**config.mk**
```make
export PLATFORM = sky130hd
export DESIGN_NAME = hw_loop_ctrl
export DESIGN_NICKNAME = d
export VERILOG_FILES = /design/src/rtl/hwl_pkg.sv /design/src/rtl/hwl_count_sel.sv /design/src/rtl/hwl_bounds.sv /design/src/rtl/hwl_iter.sv /design/src/rtl/hw_loop_ctrl.sv
export SDC_FILE = /design/constraint.sdc
export NUM_CORES = 1
export LEC_CHECK = 0
export BUFFER_PORTS_ARGS = -buffer_cell sky130_fd_sc_hd__buf_2
export CORE_UTILIZATION = 55
export DETAILED_ROUTE_END_ITERATION = 8
export PLACE_DENSITY = 0.8
export RECOVER_POWER = 100
export SKIP_LAST_GASP = 1
export SYNTH_ARGS = -nofsm -noshare
export SYNTH_HDL_FRONTEND = slang
export SYNTH_SLANG_ARGS = --single-unit
export TNS_END_PERCENT = 20
```
**constraint.sdc**
```tcl
create_clock -name clk_i -period 7.7 [get_ports clk_i]
set_input_delay 2.31 -clock clk_i [delete_from_list [all_inputs] [get_ports clk_i]]
set_output_delay 2.31 -clock clk_i [all_outputs]
set_load 0.01 [all_outputs]
```
**src/rtl/hwl_pkg.sv**
```systemverilog
package hwl_pkg;
  localparam int unsigned LANE_W = 8;

  typedef enum logic {
    SRC_IMM = 1'b0,
    SRC_REG = 1'b1
  } cnt_src_e;
endpackage

```
**src/rtl/hwl_count_sel.sv**
```systemverilog
module hwl_count_sel
  import hwl_pkg::*;
#(
  parameter int unsigned REG_W    = 32,
  parameter int unsigned MAX_ITER = 256,
  parameter int unsigned CNT_W    = 9,
  parameter int unsigned SEL_W    = 2
) (
  input  logic             src_i,
  input  logic [CNT_W-1:0] imm_i,
  input  logic [REG_W-1:0] reg_i,
  input  logic [SEL_W-1:0] sel_i,
  output logic [CNT_W-1:0] cnt_o
);
  localparam int unsigned LANES = REG_W / LANE_W;
  localparam logic [CNT_W-1:0] CAP = CNT_W'(MAX_ITER);

  logic [LANES-1:0][LANE_W-1:0] lanes;
  logic [CNT_W-1:0] lane_cnt, raw;

  for (genvar g = 0; g < LANES; g++) begin : g_lane
    assign lanes[g] = reg_i[g*LANE_W +: LANE_W];
  end

  if (CNT_W > LANE_W) begin : g_wide
    assign lane_cnt = {{(CNT_W-LANE_W){1'b0}}, lanes[sel_i]};
  end else begin : g_narrow
    assign lane_cnt = lanes[sel_i][CNT_W-1:0];
  end

  assign raw   = (cnt_src_e'(src_i) == SRC_REG) ? lane_cnt : imm_i;
  assign cnt_o = (raw > CAP) ? CAP : raw;
endmodule

```
**src/rtl/hwl_bounds.sv**
```systemverilog
module hwl_bounds #(
  parameter int unsigned PC_W    = 16,
  parameter int unsigned PC_STEP = 1
) (
  input  logic            clk_i,
  input  logic            rst_ni,
  input  logic            load_i,
  input  logic [PC_W-1:0] cmd_pc_i,
  input  logic [PC_W-1:0] cmd_end_i,
  input  logic [PC_W-1:0] pc_i,
  output logic            empty_o,
  output logic            at_last_o,
  output logic [PC_W-1:0] start_o
);
  localparam logic [PC_W-1:0] STEP = PC_W'(PC_STEP);

  logic [PC_W-1:0] start_q, last_q;

  always_ff @(posedge clk_i or negedge rst_ni) begin
    if (!rst_ni) begin
      start_q <= '0;
      last_q  <= '0;
    end else if (load_i) begin
      start_q <= cmd_pc_i + STEP;
      last_q  <= cmd_end_i - STEP;
    end
  end

  assign empty_o   = (cmd_end_i == cmd_pc_i + STEP);
  assign at_last_o = (pc_i == last_q);
  assign start_o   = start_q;
endmodule

```
**src/rtl/hwl_iter.sv**
```systemverilog
module hwl_iter #(
  parameter int unsigned CNT_W = 9
) (
  input  logic             clk_i,
  input  logic             rst_ni,
  input  logic             load_i,
  input  logic [CNT_W-1:0] cnt_i,
  input  logic             at_last_i,
  output logic             busy_o,
  output logic             more_o
);
  logic [CNT_W-1:0] rem_q;
  logic             busy_q;

  always_ff @(posedge clk_i or negedge rst_ni) begin
    if (!rst_ni) begin
      rem_q  <= '0;
      busy_q <= 1'b0;
    end else if (load_i) begin
      rem_q  <= cnt_i - CNT_W'(1);
      busy_q <= 1'b1;
    end else if (busy_q && at_last_i) begin
      if (rem_q != '0) rem_q <= rem_q - CNT_W'(1);
      else busy_q <= 1'b0;
    end
  end

  assign busy_o = busy_q;
  assign more_o = (rem_q != '0);
endmodule

```
**src/rtl/hw_loop_ctrl.sv**
```systemverilog
module hw_loop_ctrl #(
  parameter int unsigned PC_W     = 16,
  parameter int unsigned REG_W    = 32,
  parameter int unsigned MAX_ITER = 256,
  parameter int unsigned PC_STEP  = 1,
  localparam int unsigned CNT_W   = $clog2(MAX_ITER + 1),
  localparam int unsigned SEL_W   = $clog2(REG_W / 8)
) (
  input  logic             clk_i,
  input  logic             rst_ni,
  input  logic             cmd_valid_i,
  input  logic             cmd_src_i,
  input  logic [CNT_W-1:0] cmd_imm_i,
  input  logic [REG_W-1:0] cmd_reg_i,
  input  logic [SEL_W-1:0] cmd_byte_i,
  input  logic [PC_W-1:0]  cmd_end_i,
  input  logic [PC_W-1:0]  pc_i,
  output logic             redirect_o,
  output logic [PC_W-1:0]  redirect_pc_o,
  output logic             busy_o,
  output logic             irq_inhibit_o,
  output logic             cmd_err_o
);
  logic [CNT_W-1:0] cnt;
  logic [PC_W-1:0]  start;
  logic empty, at_last, busy, more;
  logic accept, arm, skip, loop_back, err_q;

  hwl_count_sel #(
    .REG_W(REG_W), .MAX_ITER(MAX_ITER), .CNT_W(CNT_W), .SEL_W(SEL_W)
  ) u_cnt (
    .src_i(cmd_src_i), .imm_i(cmd_imm_i), .reg_i(cmd_reg_i),
    .sel_i(cmd_byte_i), .cnt_o(cnt)
  );

  assign accept = cmd_valid_i && !busy;
  assign arm    = accept && !empty && (cnt != '0);
  assign skip   = accept && !empty && (cnt == '0);

  hwl_bounds #(.PC_W(PC_W), .PC_STEP(PC_STEP)) u_bounds (
    .clk_i, .rst_ni, .load_i(arm), .cmd_pc_i(pc_i), .cmd_end_i(cmd_end_i),
    .pc_i(pc_i), .empty_o(empty), .at_last_o(at_last), .start_o(start)
  );

  hwl_iter #(.CNT_W(CNT_W)) u_iter (
    .clk_i, .rst_ni, .load_i(arm), .cnt_i(cnt),
    .at_last_i(at_last), .busy_o(busy), .more_o(more)
  );

  assign loop_back = busy && at_last && more;

  always_ff @(posedge clk_i or negedge rst_ni) begin
    if (!rst_ni) err_q <= 1'b0;
    else         err_q <= cmd_valid_i && busy;
  end

  assign redirect_o    = skip || loop_back;
  assign redirect_pc_o = skip ? cmd_end_i : start;
  assign busy_o        = busy;
  assign irq_inhibit_o = busy || arm;
  assign cmd_err_o     = err_q;
endmodule

```
==> results of run 1 <==
## power by group through the flow
stage	Combinational (mW)	Clock, mW	Sequential, mW
after detailed placement	0.393	0	0.377
after CTS	0.395	0.164	0.372
final	0.388	0.161	0.374
after global placement	0.383	0	0.374
after global routing	0.431	0.173	0.381
after floorplan	0.278	0	0.356
## routing by layer
metal	vias to the layer above	wire length [um]	global-route usage, %
met2	200	5793	56.12
li1	1945	-	-
met5	-	0	0
met3	24	848	4.095
met4	0	299	10.76
met1	1938	5077	44.50
## how the worst max path moves through the flow
stage	slack, ps	end	cells after the start	from
5_1_grt	90	redirect_pc_o[9]	12	pc_i[0]
3_3_place_gp	190	redirect_o	10	pc_i[6]
2_1_floorplan	390	redirect_pc_o[10]	9	pc_i[6]
3_5_place_dp	220	redirect_o	10	pc_i[6]
4_1_cts	220	redirect_o	10	pc_i[6]
6_report	230	redirect_pc_o[4]	11	pc_i[0]
## layout make-up
class / count / area [um^2]
Inverter: 19 / 71.32
Fill cell: 595 / 2282
Clock buffer: 6 / 82.58
Clock inverter: 2 / 16.27
Sequential cell: 43 / 1076
Tap cell: 96 / 120.1
Multi-Input combinational cell: 393 / 2655
Timing Repair Buffer: 112 / 565.5
## per-stage QoR
step | hold WS (ps) | area [um^2] | worst slack [ps]
after floorplan | 441.8 | 3956 | 387.7
after global placement | 455.4 | 4521 | 191.7
after detailed placement | 470.7 | 4521 | 224.9
after CTS | 493.6 | 4619 | 218.2
after global routing | 515.8 | 4587 | 93.31
final | 492.5 | 4587 | 225.6
## cells in the final DEF (no fill, tap or decap), types with 5 or more instances in the layout
| cell | instances |
|---|---|
| a211oi_1 | 5 |
| buf_4 | 11 |
| mux2_2 | 21 |
| xnor2_1 | 36 |
| nor2_1 | 25 |
| dfrtp_1 | 43 |
| and4_1 | 5 |
| clkbuf_1 | 18 |
| xor2_1 | 15 |
| nand2_1 | 65 |
| inv_1 | 19 |
| o21ai_0 | 41 |
| nand3_1 | 15 |
| nand4_1 | 9 |
| or3_1 | 5 |
| mux2i_1 | 12 |
| or4_1 | 6 |
| a22oi_1 | 5 |
| a21oi_1 | 13 |
| buf_2 | 82 |
| nor3_1 | 14 |
| clkbuf_8 | 6 |
| a31oi_1 | 6 |
| nor4_1 | 10 |
| o22ai_1 | 6 |
| nand2b_1 | 13 |
## registers in the layout, summed over array words and instances, names as in the netlist
register	cells
cmd_err_o	1
u_iter.busy_o	1
u_bounds.last_q	16
u_iter.rem_q	9
u_bounds.start_o	16
## critical path, stage by stage
cell and delay [ps]:
buf_2 150, ha_1 250, and4_1 330, a21oi_1 130, or4b_1 500, a2111o_1 440
a2111oi_4 290, a21boi_1 140, buf_4 200, mux2_2 280, clkbuf_1 130
## cells in the mapped netlist (all sizes together) (2+ instances only)
cell type | number | area [um^2]
a2111o | 2 | 22.52
a211oi | 5 | 37.54
a21boi | 2 | 15.01
a21oi | 14 | 77.58
a22oi | 6 | 63.81
a2bb2oi | 2 | 17.52
a311o | 3 | 30.03
a31oi | 6 | 37.54
and2 | 2 | 12.51
and3 | 4 | 25.02
and4 | 5 | 43.79
buf | 16 | 95.09
clkbuf | 15 | 56.30
dfrtp | 43 | 1076
ha | 3 | 37.54
inv | 19 | 71.32
mux2 | 21 | 236.5
mux2i | 12 | 120.1
mux4 | 2 | 45.04
nand2 | 65 | 244.0
nand2b | 13 | 81.33
nand3 | 16 | 85.08
nand3b | 2 | 15.01
nand4 | 9 | 56.30
nand4b | 2 | 17.52
nor2 | 25 | 93.84
nor2b | 4 | 25.02
nor3 | 14 | 70.07
nor3b | 3 | 22.52
nor4 | 12 | 81.33
o211ai | 4 | 30.03
o21ai | 42 | 210.2
o21bai | 4 | 30.03
o22ai | 6 | 37.54
o31ai | 2 | 15.01
or2 | 2 | 12.51
or3 | 5 | 31.28
or4 | 6 | 45.04
or4b | 2 | 20.02
xnor2 | 36 | 315.3
xor2 | 15 | 131.4
## cells by family after synthesis
family,synth area share (%)
flops,27.20
xor+xnor,11.29
mux,10.15
compound gates,19.20
buf+inv,5.629
fa+ha+maj,0.9489
simple gates,25.58
## what timing repair did
action / 4_1_cts / 5_1_grt
resized for setup: 0 / 1
buffers inserted: 0 / 0
setup endpoints to repair: 0 / 1
hold buffers: 0 / 0
==> impl_metrics.ini, run 1 <==
[outcome]
status = complete, but fails checks
violations = max-capacitance violations, max-slew violations

[die]
fp.dieH_um = 86.82
die-area_um2 = 7537
std_cell_rows = 30
start_util_pct = 57.60
ios = 99
core_um2 = 6869
die_w_um = 86.82

[place]
dpl.cell_count = 663
dp_hpwl_um = 9534
place_congestion = 1.016
numPortBuffers = 98

[routing]
routed_via_density = 6.121
postRouteAntennaNets = 0
drt_first_pass_iters = 5
vias = 4107
drtIter0Drc = 280
wirelength_um = 12020
wire_per_inst_um = 17.91
drc = 0

[timing]
fin_crit_sh_pct = 97.07
rsz0062_at_grt = no
finalHoldViolCount = 0
min_period_ps = 7474
slew-limit-headroom_pct = -60.11
worst_clock_skew_ps = 17.55
drv_slew = 44
tightest_slew_ps = 2402
setup_violations = 0
tns_ps = 0
fmax_mhz = 133.8

[setup_path]
cp_data_required_time_ps = 5390
ff2ff_path_depth = 10
r2r-start = u_iter.busy_o
reg2reg_slack_ps = 3810
worstPathMaxFanout = 8
crit_arrival_ps = 5160
cp-end-kind = output pin
worstSetupPathType = input pin to output pin
critPathLaunchType = input pin
r2r_end = u_iter.rem_q[6]

[finish]
layout.nets = 656
drive_gt1_share_pct = 23.48
num_antenna_cells = 0
fin_cells = 671
final_util_pct = 66.78
area_growth_syn_to_layout_pct = 15.94

[grt]
gr-total-overflow = 0
first_global_vias = 3783
grt_start_max_net_pins = 79
grt_pass1_wl_um = 19250
grt_antenna_before_repair = 0
grt_usage_pct = 33.37

[clocking]
clock_path_buffers = 2
htreeDepth = 2
cts_inserted_buffers = 5
clkTransAtPathRegs_ps = 100
root_buffer = clkbuf_8
cts_tree = built
numClockSinks = 43
worstSkewPairLatency_ps = 320

[power]
power_mw = 0.9225
power_frac_comb_pct = 42.1
internal-power_mw = 0.5604
power_density_nw_per_um2 = 201.1
p_clk_share_pct = 17.4
sw_frac_of_total_pct = 39.26
power.switching_mw = 0.3622
vdd_drop_max_uv = 133.5
p_leak_nw = 1.949
power_frac_seq_pct = 40.5

[yosys]
synth-async-reset-ratio_pct = 100.0
yosys_most_used_dff = dfrtp_1
syn_avg_cell_area_um2 = 8.141
synth.yosys.warnings = 0
syn_inst = 486
syn-cell-area_um2 = 3956
yosys_register_bits = 43
yosysSeqAreaShare_pct = 27.20
synth_edf_count = 0
ys_types = 66
synth_nets = 568

[min_path]
hold-path-cell-count = 2
whs_endpoint = u_bounds.start_o[12]
worstHoldStart = u_bounds.start_o[12]
hold_path_class = register to register

[job]
maxCapViolations = 1
Power figures use the tool's default switching activity.
==> run 2: changes to the inputs <==
--- a/config.mk
+++ b/config.mk
@@ -8,7 +8,7 @@
 export BUFFER_PORTS_ARGS = -buffer_cell sky130_fd_sc_hd__buf_2
 export CORE_UTILIZATION = 55
 export DETAILED_ROUTE_END_ITERATION = 8
-export PLACE_DENSITY = 0.8
+export PLACE_DENSITY = 0.9
 export RECOVER_POWER = 100
 export SKIP_LAST_GASP = 1
 export SYNTH_ARGS = -nofsm -noshare
==> run 2 against run 1 <==
Largest cell class unchanged. Highest routed layer unchanged. The run still ends with max-capacitance violations, max-slew violations left. Critical path type unchanged. Global-route usage increased by 0.30 points. Clock power hardly changed. Sequential power barely moved. Critical endpoint unchanged. Critical path depth unchanged.
==> impl_metrics.ini, run 2 (same netlist as run 1, synthesis figures left out) <==
[die]
core_um2 = 6869
start_util_pct = 57.60
ios = 99
die_w_um = 86.82
die-area_um2 = 7537
std_cell_rows = 30
fp.dieH_um = 86.82

[setup_path]
critPathBufInv = 3
crit_arrival_ps = 5190
critPathTopFamily = compound AO/OA/AOI/OAI gates
r2r-start = u_iter.busy_o
cp_data_required_time_ps = 5390
worstPathMaxFanout = 16
crit_slowest_cell = or4b_1
worstSetupPathType = input pin to output pin
r2r_end = u_iter.rem_q[6]
critPathLaunchType = input pin
slowest_delay_ps = 460
reg2reg_slack_ps = 3840
cp-end-kind = output pin
crit_chain = buf_2 > ha_1 > xnor2_1 > xor2_1 > or4b_1 > a2111o_1 > a2111oi_4 > a21boi_1 > buf_12 > mux2_2 > clkbuf_1
ff2ff_path_depth = 10

[timing]
hold-worst-slack_ps = 480.9
fmax_mhz = 133.4
tns_ps = 0
rsz0062_at_grt = no
min_period_ps = 7497
slew-limit-headroom_pct = -62.30
setup_violations = 0
finalHoldViolCount = 0
drv_slew = 44
tightest_slew_ps = 2434
fin_crit_sh_pct = 97.36
worst_clock_skew_ps = 6.225

[routing]
drtIter0Drc = 230
postRouteAntennaNets = 0
vias = 4049
wirelength_um = 11980
wire_per_inst_um = 17.96
drt_first_pass_iters = 4
drc = 0
routed_via_density = 6.070

[grt]
grt_antenna_before_repair = 0
first_global_vias = 4012
grt_start_max_net_pins = 79
grt_use_met1_pct = 41.43
grtUsageMet3_pct = 5.238
grt_usage_pct = 33.66
busiest_layer = met2
grt_pass1_wl_um = 19490
gr-total-overflow = 0
use_met2_pct = 58.63

[finish]
final_cell_mix = buf_2 (78), nand2_1 (65), dfrtp_1 (43)
final_util_pct = 66.30
fin_cells = 667
layout.nets = 652
num_antenna_cells = 0
drive_gt1_share_pct = 22.07
area_growth_syn_to_layout_pct = 15.12
final_common_cell = buf_2

[clocking]
numClockSinks = 43
cts_inserted_buffers = 5
worstSkewPairLatency_ps = 310
cts_tree = built
htreeDepth = 2
ctsResizeCount = 0
clock_path_buffers = 2
clkTransAtPathRegs_ps = 90
root_buffer = clkbuf_8
postCtsHoldBufs = 0
post_cts_buffers = 0

[min_path]
hold-path-cell-count = 2
hold_path_class = register to register
worstHoldStart = u_bounds.start_o[11]
whs_endpoint = u_bounds.start_o[11]

[outcome]
status = complete, but fails checks
violations = max-capacitance violations, max-slew violations

[power]
p_leak_nw = 1.919
vdd_drop_max_uv = 142.1
power_density_nw_per_um2 = 202.2

[place]
numPortBuffers = 98
dp_hpwl_um = 9409
place_congestion = 0.9850
dpl.cell_count = 659

[job]
maxCapViolations = 1
==> run 2: changes by cell type in the layout (fill, tap and decap cells not counted), moves of 2 or more <==
cell | previous run | this run
buf_4 | 11 | 6
inv_6 | 0 | 2
clkbuf_1 | 18 | 22
buf_2 | 82 | 78
==> run 2: worst max-delay path by stage <==
stage | start | end | slack, ps | depth (start not counted)
3_5_place_dp | pc_i[0] | redirect_pc_o[10] | 220 | 11
5_1_grt | pc_i[0] | redirect_pc_o[8] | 90 | 12
2_1_floorplan | pc_i[6] | redirect_pc_o[10] | 390 | 9
6_report | pc_i[0] | redirect_pc_o[4] | 200 | 11
3_3_place_gp | pc_i[0] | redirect_pc_o[0] | 290 | 11
4_1_cts | pc_i[0] | redirect_pc_o[10] | 200 | 11
==> run 2: layer usage <==
metal / wire [um] / vias to the layer above
met2: 5971 / 148
met1: 5079 / 1949
li1: - / 1927
met4: 361 / 0
met3: 564 / 25
met5: 0 / -
==> run 2: metrics by stage <==
| stage | area [um^2] | worst slack [ps] | power [mW] |
|---|---|---|---|
| floorplan | 3956 | 387.7 | 0.6348 |
| finish | 4554 | 203.2 | 0.9207 |
| detailed placement | 4503 | 218.4 | 0.7698 |
| CTS | 4598 | 201.7 | 0.9314 |
| global placement | 4503 | 288.8 | 0.7537 |
| global route | 4554 | 90.22 | 0.9879 |
==> run 2: area by class of cell <==
class	count	area, um^2
multi-input cells	393	2649
fillers	612	2315
flip-flops and latches	43	1076
repair buffers	108	543.0
well taps	96	120.1
inverters	19	71.32
clock buffers	5	68.82
clock inverters	3	26.28
==> run 2: power by group <==
part / switching (mW) / total, mW / internal [mW]
clock network: 0.0935 / 0.160 / 0.0669
registers: 0.0618 / 0.372 / 0.310
logic: 0.213 / 0.388 / 0.175
total: 0.368 / 0.921 / 0.552
==> run 2: worst reg2reg max path, delay by kind of cell (launching register included) <==
family	cells	cell delay, ps
AOI/OAI and AO/OA	5	1860
buffers and inverters	2	780
DFF	1	440
and+or+nand+nor	2	370
adders and majority gates	1	300
==> run 3: changes to the inputs <==
--- a/config.mk
+++ b/config.mk
@@ -6,9 +6,9 @@
 export NUM_CORES = 1
 export LEC_CHECK = 0
 export BUFFER_PORTS_ARGS = -buffer_cell sky130_fd_sc_hd__buf_2
-export CORE_UTILIZATION = 55
+export CORE_UTILIZATION = 30
 export DETAILED_ROUTE_END_ITERATION = 8
-export PLACE_DENSITY = 0.9
+export PLACE_DENSITY = 0.58
 export RECOVER_POWER = 100
 export SKIP_LAST_GASP = 1
 export SYNTH_ARGS = -nofsm -noshare
==> run 3 against run 2 <==
Core utilization decreased by 29 points. Total power increased by 9.4%. Sequential cell count unchanged. Register-to-register slack gained 40 ps. Routed wire length is 5.0% higher. The run still ends with max-capacitance violations, max-slew violations left. Count of clock-buffer cells in the layout rose by 1. Critical path depth unchanged. First-iteration DRC count is 14% lower. Clock skew fell by 3.4 ps. Final area increased by 4.5%. Die area grew 81%.
==> impl_metrics.ini, run 3 (same netlist as run 1, synthesis figures left out) <==
[clocking]
numClockSinks = 43
root_buffer = clkbuf_16
postCtsHoldBufs = 0
cts_inserted_buffers = 5
cts_tree = built
worstSkewPairLatency_ps = 290
ctsResizeCount = 0
htreeDepth = 2
clock_path_buffers = 2
clkTransAtPathRegs_ps = 60
post_cts_buffers = 0

[die]
start_util_pct = 31.10
core_um2 = 12720
die_w_um = 116.8
fp.dieH_um = 116.8
die-area_um2 = 13650
std_cell_rows = 41
ios = 99

[grt]
first_global_vias = 3942
gr-total-overflow = 0
grt_start_max_net_pins = 79
grt_usage_pct = 19.27
grt_pass1_wl_um = 20040
grt_antenna_before_repair = 0

[routing]
wirelength_um = 12570
top_layer_used = met4
met3_length_um = 666
routed_via_density = 5.344
drtIter0Drc = 197
drt_first_pass_iters = 4
wire_per_inst_um = 16.87
drc = 0
dr_wl_met2_um = 6033
vias = 3981
wl_met1_um = 5453
postRouteAntennaNets = 0

[outcome]
violations = max-capacitance violations, max-slew violations
status = complete, but fails checks

[power]
power_frac_comb_pct = 38.5
power_frac_seq_pct = 36.6
vdd_drop_max_uv = 75.89
power.switching_mw = 0.3544
p_clk_share_pct = 24.9
power_density_nw_per_um2 = 211.6
power_mw = 1.007
sw_frac_of_total_pct = 35.19
p_leak_nw = 1.998
internal-power_mw = 0.6526

[setup_path]
crit_arrival_ps = 5160
critPathBufInv = 3
endpoint = redirect_pc_o[8]
crit_slowest_cell = or4b_1
worstSetupPathType = input pin to output pin
ff2ff_path_depth = 10
worst-path-stages = 11
crit_start = pc_i[0]
critPathLaunchType = input pin
cp_data_required_time_ps = 5390
crit_chain = buf_2 > ha_1 > xnor2_1 > xor2_1 > or4b_1 > a2111o_1 > a2111oi_4 > a21boi_2 > buf_12 > mux2_2 > buf_2
cp-end-kind = output pin
r2r-start = u_iter.busy_o
critPathTopFamily = compound AO/OA/AOI/OAI gates
r2r_end = u_iter.rem_q[6]
reg2reg_slack_ps = 3880
slowest_delay_ps = 460
crit_top_cell = buf_2
worstPathMaxFanout = 12

[timing]
slew-limit-headroom_pct = -65.27
setup_violations = 0
finalHoldViolCount = 0
rsz0062_at_grt = no
worst_clock_skew_ps = 2.856
drv_slew = 44
fmax_mhz = 133.9
tightest_slew_ps = 2479
tns_ps = 0
fin_crit_sh_pct = 96.96
min_period_ps = 7466

[finish]
final_util_pct = 37.41
final_cell_mix = buf_2 (79), nand2_1 (65), dfrtp_1 (43)
final_common_cell = buf_2
layout.nets = 654
drive_gt1_share_pct = 24.26
num_antenna_cells = 0
area_growth_syn_to_layout_pct = 20.30

[min_path]
worstHoldStart = u_bounds.start_o[10]
hold_path_class = register to register

[place]
place_congestion = 0.9760
dp_hpwl_um = 9902
numPortBuffers = 98

[job]
maxCapViolations = 1
==> run 3: changes by cell type in the layout (fill, tap and decap cells not counted), moves of 2 or more <==
cell	previous run	this run
buf_4	6	8
clkbuf_1	22	12
clkbuf_16	0	5
clkbuf_2	1	10
clkbuf_8	5	1
inv_6	2	0
==> run 3: power by group through the flow <==
stage	Sequential (mW)	Clock, mW	Combinational [mW]
2_1_floorplan	0.356	0	0.278
3_3_place_gp	0.372	0	0.387
3_5_place_dp	0.373	0	0.395
4_1_cts	0.370	0.261	0.395
5_1_grt	0.381	0.272	0.437
6_report	0.369	0.251	0.387
==> run 3: layer usage <==
metal | global-route usage, % | up-vias
met1 | 23.60 | 1856
met3 | 2.832 | 34
met5 | 0 | -
li1 | - | 1938
met2 | 33.69 | 153
met4 | 8.270 | 0
==> run 3: metrics by stage <==
stage / worst slack (ps) / hold slack [ps] / std cells / instance area, um^2
CTS: 247.1 / 481.8 / 745 / 4791
finish: 234.4 / 476.2 / 745 / 4760
detailed placement: 257.3 / 466.6 / 737 / 4617
floorplan: 387.7 / 441.8 / 486 / 3956
global route: 36.60 / 500.4 / 745 / 4760
global placement: 171.2 / 456.6 / 737 / 4617
==> run 3: final cells by class <==
cell class | count | area (um^2)
timing repair buffer | 110 | 570.5
fill | 1356 | 7963
multi-input combinational | 393 | 2653
clock buffer | 6 | 138.9
sequential | 43 | 1076
tap | 172 | 215.2
clock inverter | 2 | 35.03
inverter | 19 | 71.32
==> run 3: how the worst min path moves through the flow <==
| stage | to | slack (ps) | cells after the start |
|---|---|---|---|
| 3_3_place_gp | u_bounds.start_o[1] | 460 | 2 |
| 5_1_grt | u_bounds.start_o[12] | 500 | 2 |
| 3_5_place_dp | u_bounds.start_o[10] | 470 | 2 |
| 2_1_floorplan | u_bounds.start_o[1] | 440 | 2 |
| 4_1_cts | u_bounds.start_o[10] | 480 | 2 |
| 6_report | u_bounds.start_o[10] | 480 | 2 |
==> run 3: worst reg2reg max path: cells and delay by family (launching register included) <==
family	cells	cell delay (ps)
fa+ha+maj	1	300
simple gates	2	350
flops	1	450
compound gates	5	1780
buf+inv	2	830
